--- src/rtl/sqc_pkg.sv ---
package sqc_pkg;
   typedef enum logic [1:0] {
      TS_IDLE  = 2'd0,
      TS_RUN   = 2'd1,
      TS_ROBSQ = 2'd2,
      TS_TRAP  = 2'd3
   } thr_state_e;
endpackage

--- src/rtl/sqc_trap_timer.sv ---
module sqc_trap_timer #(
   parameter int LAT_W = 8
) (
   input  logic             clk,
   input  logic             rst_n,
   input  logic             start,
   input  logic [LAT_W-1:0] lat,
   output logic             busy,
   output logic             fire
);
   logic [LAT_W-1:0] cnt;

   assign fire = busy && (cnt == '0);

   always_ff @(posedge clk or negedge rst_n) begin
      if (!rst_n) begin
         busy <= 1'b0;
         cnt  <= '0;
      end else if (start) begin
         busy <= 1'b1;
         cnt  <= lat;
      end else if (busy) begin
         if (cnt == '0) busy <= 1'b0;
         else           cnt  <= cnt - 1'b1;
      end
   end
endmodule

--- src/rtl/sqc_ex_filter.sv ---
module sqc_ex_filter #(
   parameter int SEQ_W = 16
) (
   input  logic             req,
   input  logic             blocked,
   input  logic [SEQ_W-1:0] seq,
   input  logic             incl,
   input  logic [SEQ_W-1:0] youngest,
   output logic             accept,
   output logic [SEQ_W-1:0] bound
);
   assign accept = req && !blocked && (seq <= youngest);
   assign bound  = seq - {{(SEQ_W-1){1'b0}}, incl};
endmodule

--- src/rtl/sqc_thread.sv ---
module sqc_thread
   import sqc_pkg::*;
#(
   parameter int SEQ_W = 16,
   parameter int PC_W  = 32,
   parameter int LAT_W = 8
) (
   input  logic             clk,
   input  logic             rst_n,
   input  logic [LAT_W-1:0] trap_lat,
   input  logic             ins_vld,
   input  logic [SEQ_W-1:0] ins_seq,
   input  logic             pc_upd,
   input  logic [PC_W-1:0]  pc,
   input  logic [PC_W-1:0]  npc,
   input  logic             trap_req,
   input  logic             ctx_req,
   input  logic             ex_sq,
   input  logic [SEQ_W-1:0] ex_seq,
   input  logic             ex_incl,
   input  logic             ex_misp,
   input  logic [PC_W-1:0]  ex_pc,
   input  logic [PC_W-1:0]  ex_npc,
   input  logic             rob_empty,
   input  logic [SEQ_W-1:0] rob_head,
   input  logic             rob_done,
   output logic             squash,
   output logic             rob_sq,
   output logic [SEQ_W-1:0] done_seq,
   output logic [PC_W-1:0]  redir_pc,
   output logic [PC_W-1:0]  redir_npc,
   output logic             misp,
   output logic [1:0]       state,
   output logic             proto_err
);
   localparam logic [SEQ_W-1:0] SEQ_ONE = SEQ_W'(1);

   thr_state_e       st, st_a, st_b, st_c, st_n;
   logic [SEQ_W-1:0] young, young_b, young_n, sa_bnd, ex_bnd;
   logic [PC_W-1:0]  pc_sv, npc_sv;
   logic             trap_sq, tc_sq, sa, sa_trap, sa_tc, hold;
   logic             ex_ok, ins_ok, trap_go, tmr_busy, tmr_fire;

   // buffer squash progress is looked at before any new flush
   assign hold    = (st == TS_ROBSQ) && !rob_done;
   assign st_a    = (st == TS_ROBSQ && rob_done) ? TS_RUN : st;

   // flush-all sources: trap wins over context
   assign sa_trap = trap_sq;
   assign sa_tc   = tc_sq && !trap_sq;
   assign sa      = sa_trap || sa_tc;
   assign sa_bnd  = rob_empty ? '0 : rob_head - SEQ_ONE;
   assign st_b    = sa ? TS_ROBSQ : st_a;
   assign young_b = sa ? '0 : young;

   sqc_ex_filter #(.SEQ_W(SEQ_W)) u_filt (
      .req      (ex_sq),
      .blocked  (st_b == TS_TRAP),
      .seq      (ex_seq),
      .incl     (ex_incl),
      .youngest (young_b),
      .accept   (ex_ok),
      .bound    (ex_bnd)
   );

   assign ins_ok  = ins_vld && !sa && !ex_ok;
   assign st_c    = ex_ok ? TS_ROBSQ :
                    (ins_ok && st_b == TS_IDLE) ? TS_RUN : st_b;
   assign trap_go = trap_req && (st_c == TS_RUN) && !tmr_busy;
   assign st_n    = trap_go ? TS_TRAP : st_c;
   assign young_n = ex_ok ? ex_bnd : sa ? '0 : ins_ok ? ins_seq : young;

   sqc_trap_timer #(.LAT_W(LAT_W)) u_tmr (
      .clk   (clk),
      .rst_n (rst_n),
      .start (trap_go),
      .lat   (trap_lat),
      .busy  (tmr_busy),
      .fire  (tmr_fire)
   );

   always_ff @(posedge clk or negedge rst_n) begin
      if (!rst_n) begin
         st        <= TS_IDLE;
         young     <= '0;
         pc_sv     <= '0;
         npc_sv    <= '0;
         trap_sq   <= 1'b0;
         tc_sq     <= 1'b0;
         squash    <= 1'b0;
         rob_sq    <= 1'b0;
         misp      <= 1'b0;
         proto_err <= 1'b0;
         done_seq  <= '0;
         redir_pc  <= '0;
         redir_npc <= '0;
      end else begin
         st        <= st_n;
         young     <= young_n;
         trap_sq   <= tmr_fire || (trap_sq && !sa_trap);
         tc_sq     <= (tc_sq && !sa_tc) || ctx_req;
         squash    <= sa || ex_ok;
         rob_sq    <= sa || ex_ok || hold;
         misp      <= ex_ok && ex_misp;
         proto_err <= trap_sq && tc_sq;
         if (pc_upd) begin
            pc_sv  <= pc;
            npc_sv <= npc;
         end
         if (ex_ok) begin
            done_seq  <= ex_bnd;
            redir_pc  <= ex_pc;
            redir_npc <= ex_npc;
         end else if (sa) begin
            done_seq  <= sa_bnd;
            redir_pc  <= pc_sv;
            redir_npc <= npc_sv;
         end
      end
   end

   assign state = st;
endmodule

--- src/rtl/squash_ctrl_mt.sv ---
module squash_ctrl_mt #(
   parameter int NUM_THR = 4,
   parameter int SEQ_W   = 16,
   parameter int PC_W    = 32,
   parameter int LAT_W   = 8
) (
   input  logic                          clk,
   input  logic                          rst_n,
   input  logic [LAT_W-1:0]              trap_lat_i,
   input  logic [NUM_THR-1:0]            ins_vld_i,
   input  logic [NUM_THR-1:0][SEQ_W-1:0] ins_seq_i,
   input  logic [NUM_THR-1:0]            pc_upd_i,
   input  logic [NUM_THR-1:0][PC_W-1:0]  pc_i,
   input  logic [NUM_THR-1:0][PC_W-1:0]  npc_i,
   input  logic [NUM_THR-1:0]            trap_req_i,
   input  logic [NUM_THR-1:0]            ctx_req_i,
   input  logic [NUM_THR-1:0]            ex_sq_i,
   input  logic [NUM_THR-1:0][SEQ_W-1:0] ex_seq_i,
   input  logic [NUM_THR-1:0]            ex_incl_i,
   input  logic [NUM_THR-1:0]            ex_misp_i,
   input  logic [NUM_THR-1:0][PC_W-1:0]  ex_pc_i,
   input  logic [NUM_THR-1:0][PC_W-1:0]  ex_npc_i,
   input  logic [NUM_THR-1:0]            rob_empty_i,
   input  logic [NUM_THR-1:0][SEQ_W-1:0] rob_head_i,
   input  logic [NUM_THR-1:0]            rob_done_i,
   output logic [NUM_THR-1:0]            squash_o,
   output logic [NUM_THR-1:0]            rob_sq_o,
   output logic [NUM_THR-1:0][SEQ_W-1:0] done_seq_o,
   output logic [NUM_THR-1:0][PC_W-1:0]  redir_pc_o,
   output logic [NUM_THR-1:0][PC_W-1:0]  redir_npc_o,
   output logic [NUM_THR-1:0]            misp_o,
   output logic [NUM_THR-1:0][1:0]       status_o,
   output logic [NUM_THR-1:0]            proto_err_o
);
   if (NUM_THR < 1 || NUM_THR > 4) begin : g_bad_thr
      $error("squash_ctrl_mt: NUM_THR must be 1..4");
   end
   if (SEQ_W < 2) begin : g_bad_seq
      $error("squash_ctrl_mt: SEQ_W must be at least 2");
   end
   if (PC_W < 1 || LAT_W < 1) begin : g_bad_w
      $error("squash_ctrl_mt: PC_W and LAT_W must be positive");
   end

   for (genvar g = 0; g < NUM_THR; g++) begin : g_thr
      sqc_thread #(.SEQ_W(SEQ_W), .PC_W(PC_W), .LAT_W(LAT_W)) u_thr (
         .clk       (clk),
         .rst_n     (rst_n),
         .trap_lat  (trap_lat_i),
         .ins_vld   (ins_vld_i[g]),
         .ins_seq   (ins_seq_i[g]),
         .pc_upd    (pc_upd_i[g]),
         .pc        (pc_i[g]),
         .npc       (npc_i[g]),
         .trap_req  (trap_req_i[g]),
         .ctx_req   (ctx_req_i[g]),
         .ex_sq     (ex_sq_i[g]),
         .ex_seq    (ex_seq_i[g]),
         .ex_incl   (ex_incl_i[g]),
         .ex_misp   (ex_misp_i[g]),
         .ex_pc     (ex_pc_i[g]),
         .ex_npc    (ex_npc_i[g]),
         .rob_empty (rob_empty_i[g]),
         .rob_head  (rob_head_i[g]),
         .rob_done  (rob_done_i[g]),
         .squash    (squash_o[g]),
         .rob_sq    (rob_sq_o[g]),
         .done_seq  (done_seq_o[g]),
         .redir_pc  (redir_pc_o[g]),
         .redir_npc (redir_npc_o[g]),
         .misp      (misp_o[g]),
         .state     (status_o[g]),
         .proto_err (proto_err_o[g])
      );
   end
endmodule

--- config.mk ---
export PLATFORM = sky130hd
export DESIGN_NAME = squash_ctrl_mt
export DESIGN_NICKNAME = d
export VERILOG_FILES = /design/src/rtl/sqc_pkg.sv /design/src/rtl/sqc_trap_timer.sv /design/src/rtl/sqc_ex_filter.sv /design/src/rtl/sqc_thread.sv /design/src/rtl/squash_ctrl_mt.sv
export SDC_FILE = /design/constraint.sdc
export NUM_CORES = 1
export LEC_CHECK = 0
export ABC_AREA = 1
export BUFFER_PORTS_ARGS = -buffer_cell sky130_fd_sc_hd__buf_2
export CAP_MARGIN = 10
export CORE_AREA = 2 2 425 427
export DETAILED_ROUTE_END_ITERATION = 7
export DIE_AREA = 0 0 427 429
export PLACE_DENSITY = 0.45
export SKIP_CTS_REPAIR_TIMING = 1
export SLEW_MARGIN = 30
export SYNTH_ARGS = -nofsm -noshare
export SYNTH_HDL_FRONTEND = slang
export SYNTH_SLANG_ARGS = --single-unit
--- constraint.sdc ---
create_clock -name clk -period 4.75 [get_ports clk]
set_input_delay 0.2375 -clock clk [delete_from_list [all_inputs] [get_ports clk]]
set_output_delay 0.2375 -clock clk [all_outputs]
set_load 0.01 [all_outputs]
## Word level (Yosys, flattened, before mapping)

Index checks and enable logic that the tools add are counted.

- Bits in writable memories: 0
- Output and inout port bits: 344
- Flip-flop bits (word level): 708
- ROM bits: 0
- Memories kept: 0
- Latch bits: 0

- Div/mod/pow operators: 0
- $add $sub $neg: 12
- Mux-type cells: 88
- Bitwise gates (word level): 0
- Shift-type cells: 0
- Equal/unequal tests: 16
- Reductions and logical operators: 124
- Multiply operators: 0
- Order comparisons: 4

Operators by type and width:

| kind | number |
|---|---|
| 32-bit two-way mux | 16 |
| 16-bit two-way mux | 28 |
| 8-bit two-way mux | 12 |
| 16-bit <= comparator | 4 |
| 16-bit by 1-bit subtractor with 16-bit output | 4 |
| 16-bit by 1-bit subtractor with 16-bit output (second input constant) | 4 |
| 1-bit logical AND | 56 |
| 2-bit two-way mux | 20 |
| 8-bit logical NOT | 4 |
| 8-bit by 1-bit subtractor with 8-bit output (second input constant) | 4 |
| 1-bit logical NOT | 28 |
| 2-bit == test (second input constant) | 8 |
| 1-bit logical OR | 16 |
| 2-bit nonzero test | 8 |
| 1-bit two-way mux | 12 |
| 3-bit nonzero test | 4 |
| 2-bit by 1-bit == test with 1-bit output (second input constant) | 4 |
| 2-bit logical NOT | 4 |
| 2-bit by 1-bit != test with 1-bit output (second input constant) | 4 |
| 2-bit AND reduction | 4 |

## Logic depth before layout (Yosys ltp)

- Depth after elaboration: 18
- Mapped depth: 24
- Depth with buffers taken out: 21

## Modules after synthesis

Synthesis repeated with hierarchy kept, for this count alone.

- Cells, all modules: 4137
- Area, all modules: 35016.1 sq um

Modules (own cells, without submodules):

| module | cells an instance | seq. area each (sq um) | times used | area each (sq um) |
|---|---|---|---|---|
| sqc_thread at g_thr[1].u_thr ... | 808 | 4204.0 | 3 | 7335.8 |
| sqc_thread at g_thr[0].u_thr | 808 | 4204.0 | 1 | 7338.3 |
| sqc_trap_timer | 98 | 225.2 | 4 | 645.6 |
| sqc_ex_filter at g_thr[0].u_thr.u_filt ... | 130 | 0.0 | 3 | 778.2 |
| sqc_ex_filter at g_thr[1].u_thr.u_filt | 123 | 0.0 | 1 | 753.2 |

## Least setup slack after synthesis

Ideal clock, no wire load.

- Path type: reg2reg
- Start: reg g_thr[0].u_thr.trap_sq
- End: reg g_thr[0].u_thr.redir_npc[0]
- Path buffers: 4
- Arrival time: 2787 ps
- Cell stages (with the launch flop): 17
- Path slack: 1839 ps
- Library setup time: 124 ps
- Required time: 4626 ps
- Cell sequence: dfrtp_1 -> nor2_1 -> clkbuf_1 -> buf_1 -> nand2_1 -> ha_1 -> nand2_1 -> nor3_1 -> nand3_1 -> nand2_1 -> nand2_2 -> nand2_1 -> clkinv_1 -> buf_2 -> buf_2 -> nand2_1 -> nand3_1

- Cells in the longest elaborated chain, start to end: 9

Ends and longest elaborated chain:

| element | line | source |
|---|---|---|
| from (decl) | sqc_thread.sv:41 | `logic trap_sq, tc_sq, sa, sa_trap, sa_tc, hold;` |
| from (signal assigned) | sqc_thread.sv:100 | `trap_sq <= tmr_fire \|\| (trap_sq && !sa_trap);` |
| 1-bit logical NOT | sqc_thread.sv:50 | `assign sa_tc = tc_sq && !trap_sq;` |
| 1-bit logical AND | sqc_thread.sv:50 |  |
| 1-bit logical OR * | sqc_thread.sv:51 | `assign sa = sa_trap \|\| sa_tc;` |
| parallel branches: the longest is 6 deep, another holds 16-bit <= comparator | n/a |  |
| to (signal assigned) | sqc_thread.sv:113 | `redir_npc <= ex_npc;` |
| to (signal assigned) | sqc_thread.sv:117 | `redir_npc <= npc_sv;` |
| to (decl) | sqc_thread.sv:31 | `output logic [PC_W-1:0] redir_npc,` |

Mark *: on every way between the ends.
A chain may end at the register's enable or synchronous reset.

## Final worst setup path

- Start: reg g_thr[2].u_thr.trap_sq
- End: reg g_thr[2].u_thr.young[9]

- Cells in the longest elaborated chain, start to end: 11

Ends and longest elaborated chain:

| element | line | source |
|---|---|---|
| from (decl) | sqc_thread.sv:41 |  |
| from (signal assigned) | sqc_thread.sv:100 |  |
| 1-bit logical NOT | sqc_thread.sv:50 |  |
| 1-bit logical AND | sqc_thread.sv:50 |  |
| 1-bit logical OR * | sqc_thread.sv:51 |  |
| parallel branches: the longest is 8 deep, another holds 16-bit <= comparator | n/a |  |
| to (signal assigned) | sqc_thread.sv:99 | `young <= young_n;` |
| to (decl) | sqc_thread.sv:39 | `logic [SEQ_W-1:0] young, young_b, young_n, sa_bnd, ex_bnd;` |

Marks and branches as above.

==> results.json <==
{
  "cp_common_cell": "nand2_1",
  "place.gp.congestion": 0.9238,
  "critPathSlowestCell": "inv_2",
  "synth_edf_count": 0,
  "period_share": 0.9165,
  "track_usage": 0.1693,
  "synth_warnings": 0,
  "setup_viol": 0,
  "syn_nets": 4729,
  "yosys-top-cells-area": "dfrtp_1, nand2_1, nand3_1",
  "yosysSeqAreaShare": 0.5142,
  "ir_worst_vdd_mv": 0.2738,
  "powerDensity_nw_per_um2": 359.3,
  "rsz0062_at_grt": "false",
  "cts_sinks": 708,
  "antenna_found_initial": 54,
  "die-area_um2": 183200,
  "place_ws_ns": 0.5776,
  "endpoint_kind": "flip-flop",
  "ys.flop_type": "dfrtp_1",
  "routed_wl_mm": 164.4,
  "outcome": "complete, but fails checks",
  "cts_tree": "done",
  "drc": 0,
  "synth_cells": 3895,
  "dpl.hpwl_mm": 122.8,
  "drv_slew": 0,
  "start_kind": "flip-flop",
  "via_per_inst": 4.309,
  "ys_types": 37,
  "overflow": 0,
  "path_clk_slew_ns": 0.06,
  "synth_top_area_share": 0.5142,
  "tightest_slew_ns": 0.9588,
  "fill_cells": 19105,
  "fin_util": 0.2966,
  "clock_path_buffers": 3,
  "firstDrtPassIters": 6,
  "maxCapViolations": 0,
  "cp_max_fo": 34,
  "fp.dieW_um": 427,
  "violations": "negative hold slack",
  "grt_pass1_vias": 32152,
  "async_reset_ff_frac": 1.000,
  "rows": 155,
  "cts_root_buffer": "clkbuf_16",
  "path_buf_inv": 3,
  "first_iter_violations": 2379,
  "fmax_ghz": 0.2297,
  "p_leak_nw": 25.47,
  "ant_nets": 0,
  "core-area_um2": 178000,
  "start_util": 0.1935,
  "avgSynthCellArea_um2": 8.846,
  "vias": 34841,
  "hp-class": "primary input to flip-flop",
  "syn_area_um2": 34450,
  "timing.final.hold_violations": 4,
  "fin_hold_ws_ns": -0.006105,
  "maxSlewHeadroom": 0.3608,
  "worstPathRequired_ns": 5.40,
  "setup_slack_ns": 0.3965,
  "syn_to_final_growth_pct": 53.28,
  "htree_levels": 3,
  "synth_seq_cells": 708,
  "die_y_um": 429,
  "place_inst": 7194,
  "port_buffers": 1093,
  "finalNonFillerCells": 8086,
  "path_cells": "nor2_4 -> nand2_1 -> ha_1 -> nand4_1 -> nor3_1 -> nand2_1 -> nand2_1 -> nand2_1 -> nand2_4 -> nand2_4 -> inv_2 -> nand2_1 -> nand2_1 -> dlygate4sd3_1 -> nand2_1 -> nand2_1 -> dlygate4sd3_1",
  "arrival_ns": 5.00,
  "crit_family": "simple AND/OR/NAND/NOR gates",
  "setup.worst_path.class": "flip-flop to flip-flop",
  "ios": 1094,
  "yosysTopAreaCell": "dfrtp_1",
  "clock_latency_ns": 0.74,
  "numCtsBuffers": 91,
  "post_drt_wl_per_cell_um": 20.33,
  "final_nets": 6455,
  "grt_pass1_wl_mm": 227.2,
  "critPathMaxStageDelay_ns": 0.62,
  "fin_skew_ns": 0.04737,
  "grt_max_degree": 105,
  "tns_ns": 0,
  "drive_above_1_share": 0.2830,
  "post-route-min-period_ns": 4.354
}
-- final timing paths --
path,depth (start not counted),endpoint,slack (ns),from
max,17,g_thr[2].u_thr.young[9],0.40,g_thr[2].u_thr.sa_trap
max in group asynchronous,3,g_thr[2].u_thr.young[6],3.35,rst_n
min,6,g_thr[2].u_thr.done_seq[13],-0.006,ex_seq_i[45]
max reg2reg,17,g_thr[2].u_thr.young[9],0.40,g_thr[2].u_thr.sa_trap
min in group asynchronous,2,g_thr[0].u_thr.redir_pc[21],0.09,rst_n
min reg2reg,2,g_thr[2].u_thr.redir_npc[17],0.47,g_thr[2].u_thr.redir_npc[17]
-- final cells by class --
type                    instances  area [um^2]  area share
clock inverters                46        624.3     0.01182
inverters                     185        695.7     0.01317
flip-flops and latches        708        17720      0.3355
clock buffers                 122         2554     0.04835
repair buffers               1836        12990      0.2459
diodes                         35        87.58    0.001658
multi-input cells            2799        15200      0.2878
well taps                    2355         2947     0.05579
-- power breakdown --
part,switching (W),internal (W),leakage [nW]
sequential,0.000538,0.00686,8.52
clock,0.00305,0.00431,1.54
combinational,0.00244,0.00177,15.4
total,0.00603,0.0129,25.5
-- registers in the layout (all words and copies together), names as in the netlist --
name and count:
g_thr.u_thr.done_seq 64, g_thr.u_thr.misp 4, g_thr.u_thr.npc_sv 128, g_thr.u_thr.pc_sv 128
g_thr.u_thr.proto_err 4, g_thr.u_thr.redir_npc 128, g_thr.u_thr.redir_pc 128, g_thr.u_thr.rob_sq 4
g_thr.u_thr.sa_trap 4, g_thr.u_thr.squash 4, g_thr.u_thr.state 8, g_thr.u_thr.tc_sq 4
g_thr.u_thr.u_tmr.busy 4, g_thr.u_thr.u_tmr.cnt 32, g_thr.u_thr.young 64
-- cell families (layout without fill, tap and decap cells) --
logic type               after synthesis  in the layout  synth area share
AO/OA/AOI/OAI                        155            155           0.02506
buffers and inverters                388           2189           0.04608
AND/OR/NAND/NOR                     2190           2190            0.2715
multiplexers                         256            256           0.08367
adder cells (fa/ha/maj)               84             84           0.03050
XOR/XNOR                             114            114           0.02898
flip-flops                           708            708            0.5142
other                                  0             35                 0
-- synth_stat cells (all sizes together), types with 10 or more instances --
cell       n
a21oi     57
a31oi     22
buf       84
clkbuf   119
dfrtp    708
ha        84
inv      180
mux2     256
nand2   1187
nand3    652
nand4     50
nor2     230
nor3      28
nor4      10
o21ai     58
or2       28
xnor2     45
xor2      69
-- worst register-to-register path, delay by kind of cell (launching register included) --
kind | cells | cell delay [ns]
AND/OR/NAND/NOR | 13 | 1.84
flip-flops | 1 | 0.40
buffers and inverters | 3 | 1.70
adder cells (fa/ha/maj) | 1 | 0.34
-- metrics by stage --
| stage | total power, W | area [um^2] |
|---|---|---|
| global placement | 0.01114 | 42580 |
| detailed placement | 0.01119 | 42640 |
| global route | 0.01992 | 52800 |
| floorplan | 0.009093 | 34450 |
| finish | 0.01897 | 52810 |
| CTS | 0.01870 | 45820 |
-- placed cells by master (no fill, tap or decap), types with 54 or more instances in the layout --
cell type / Yosys / routed
buf_2: 51 / 1091
nor2_1: 226 / 226
ha_1: 84 / 84
nand2_1: 1182 / 1181
xor2_1: 69 / 69
mux2_2: 256 / 256
inv_1: 168 / 167
o21ai_0: 54 / 54
dlygate4sd3_1: 0 / 689
clkbuf_16: 0 / 91
nand3_1: 652 / 652
dfrtp_1: 708 / 708
-- layer usage --
layer  part of all wire  wire length (um)  track usage  vias to the layer above
met4              0.036              5982      0.08029                       12
met5            0.00044                72            0                        -
li1                   -                 -            -                    16334
met1               0.41             68080       0.2087                    16977
met3              0.075             12380      0.05792                      304
met2               0.47             77860       0.2634                     1214
Power figures use the tool's default switching activity.
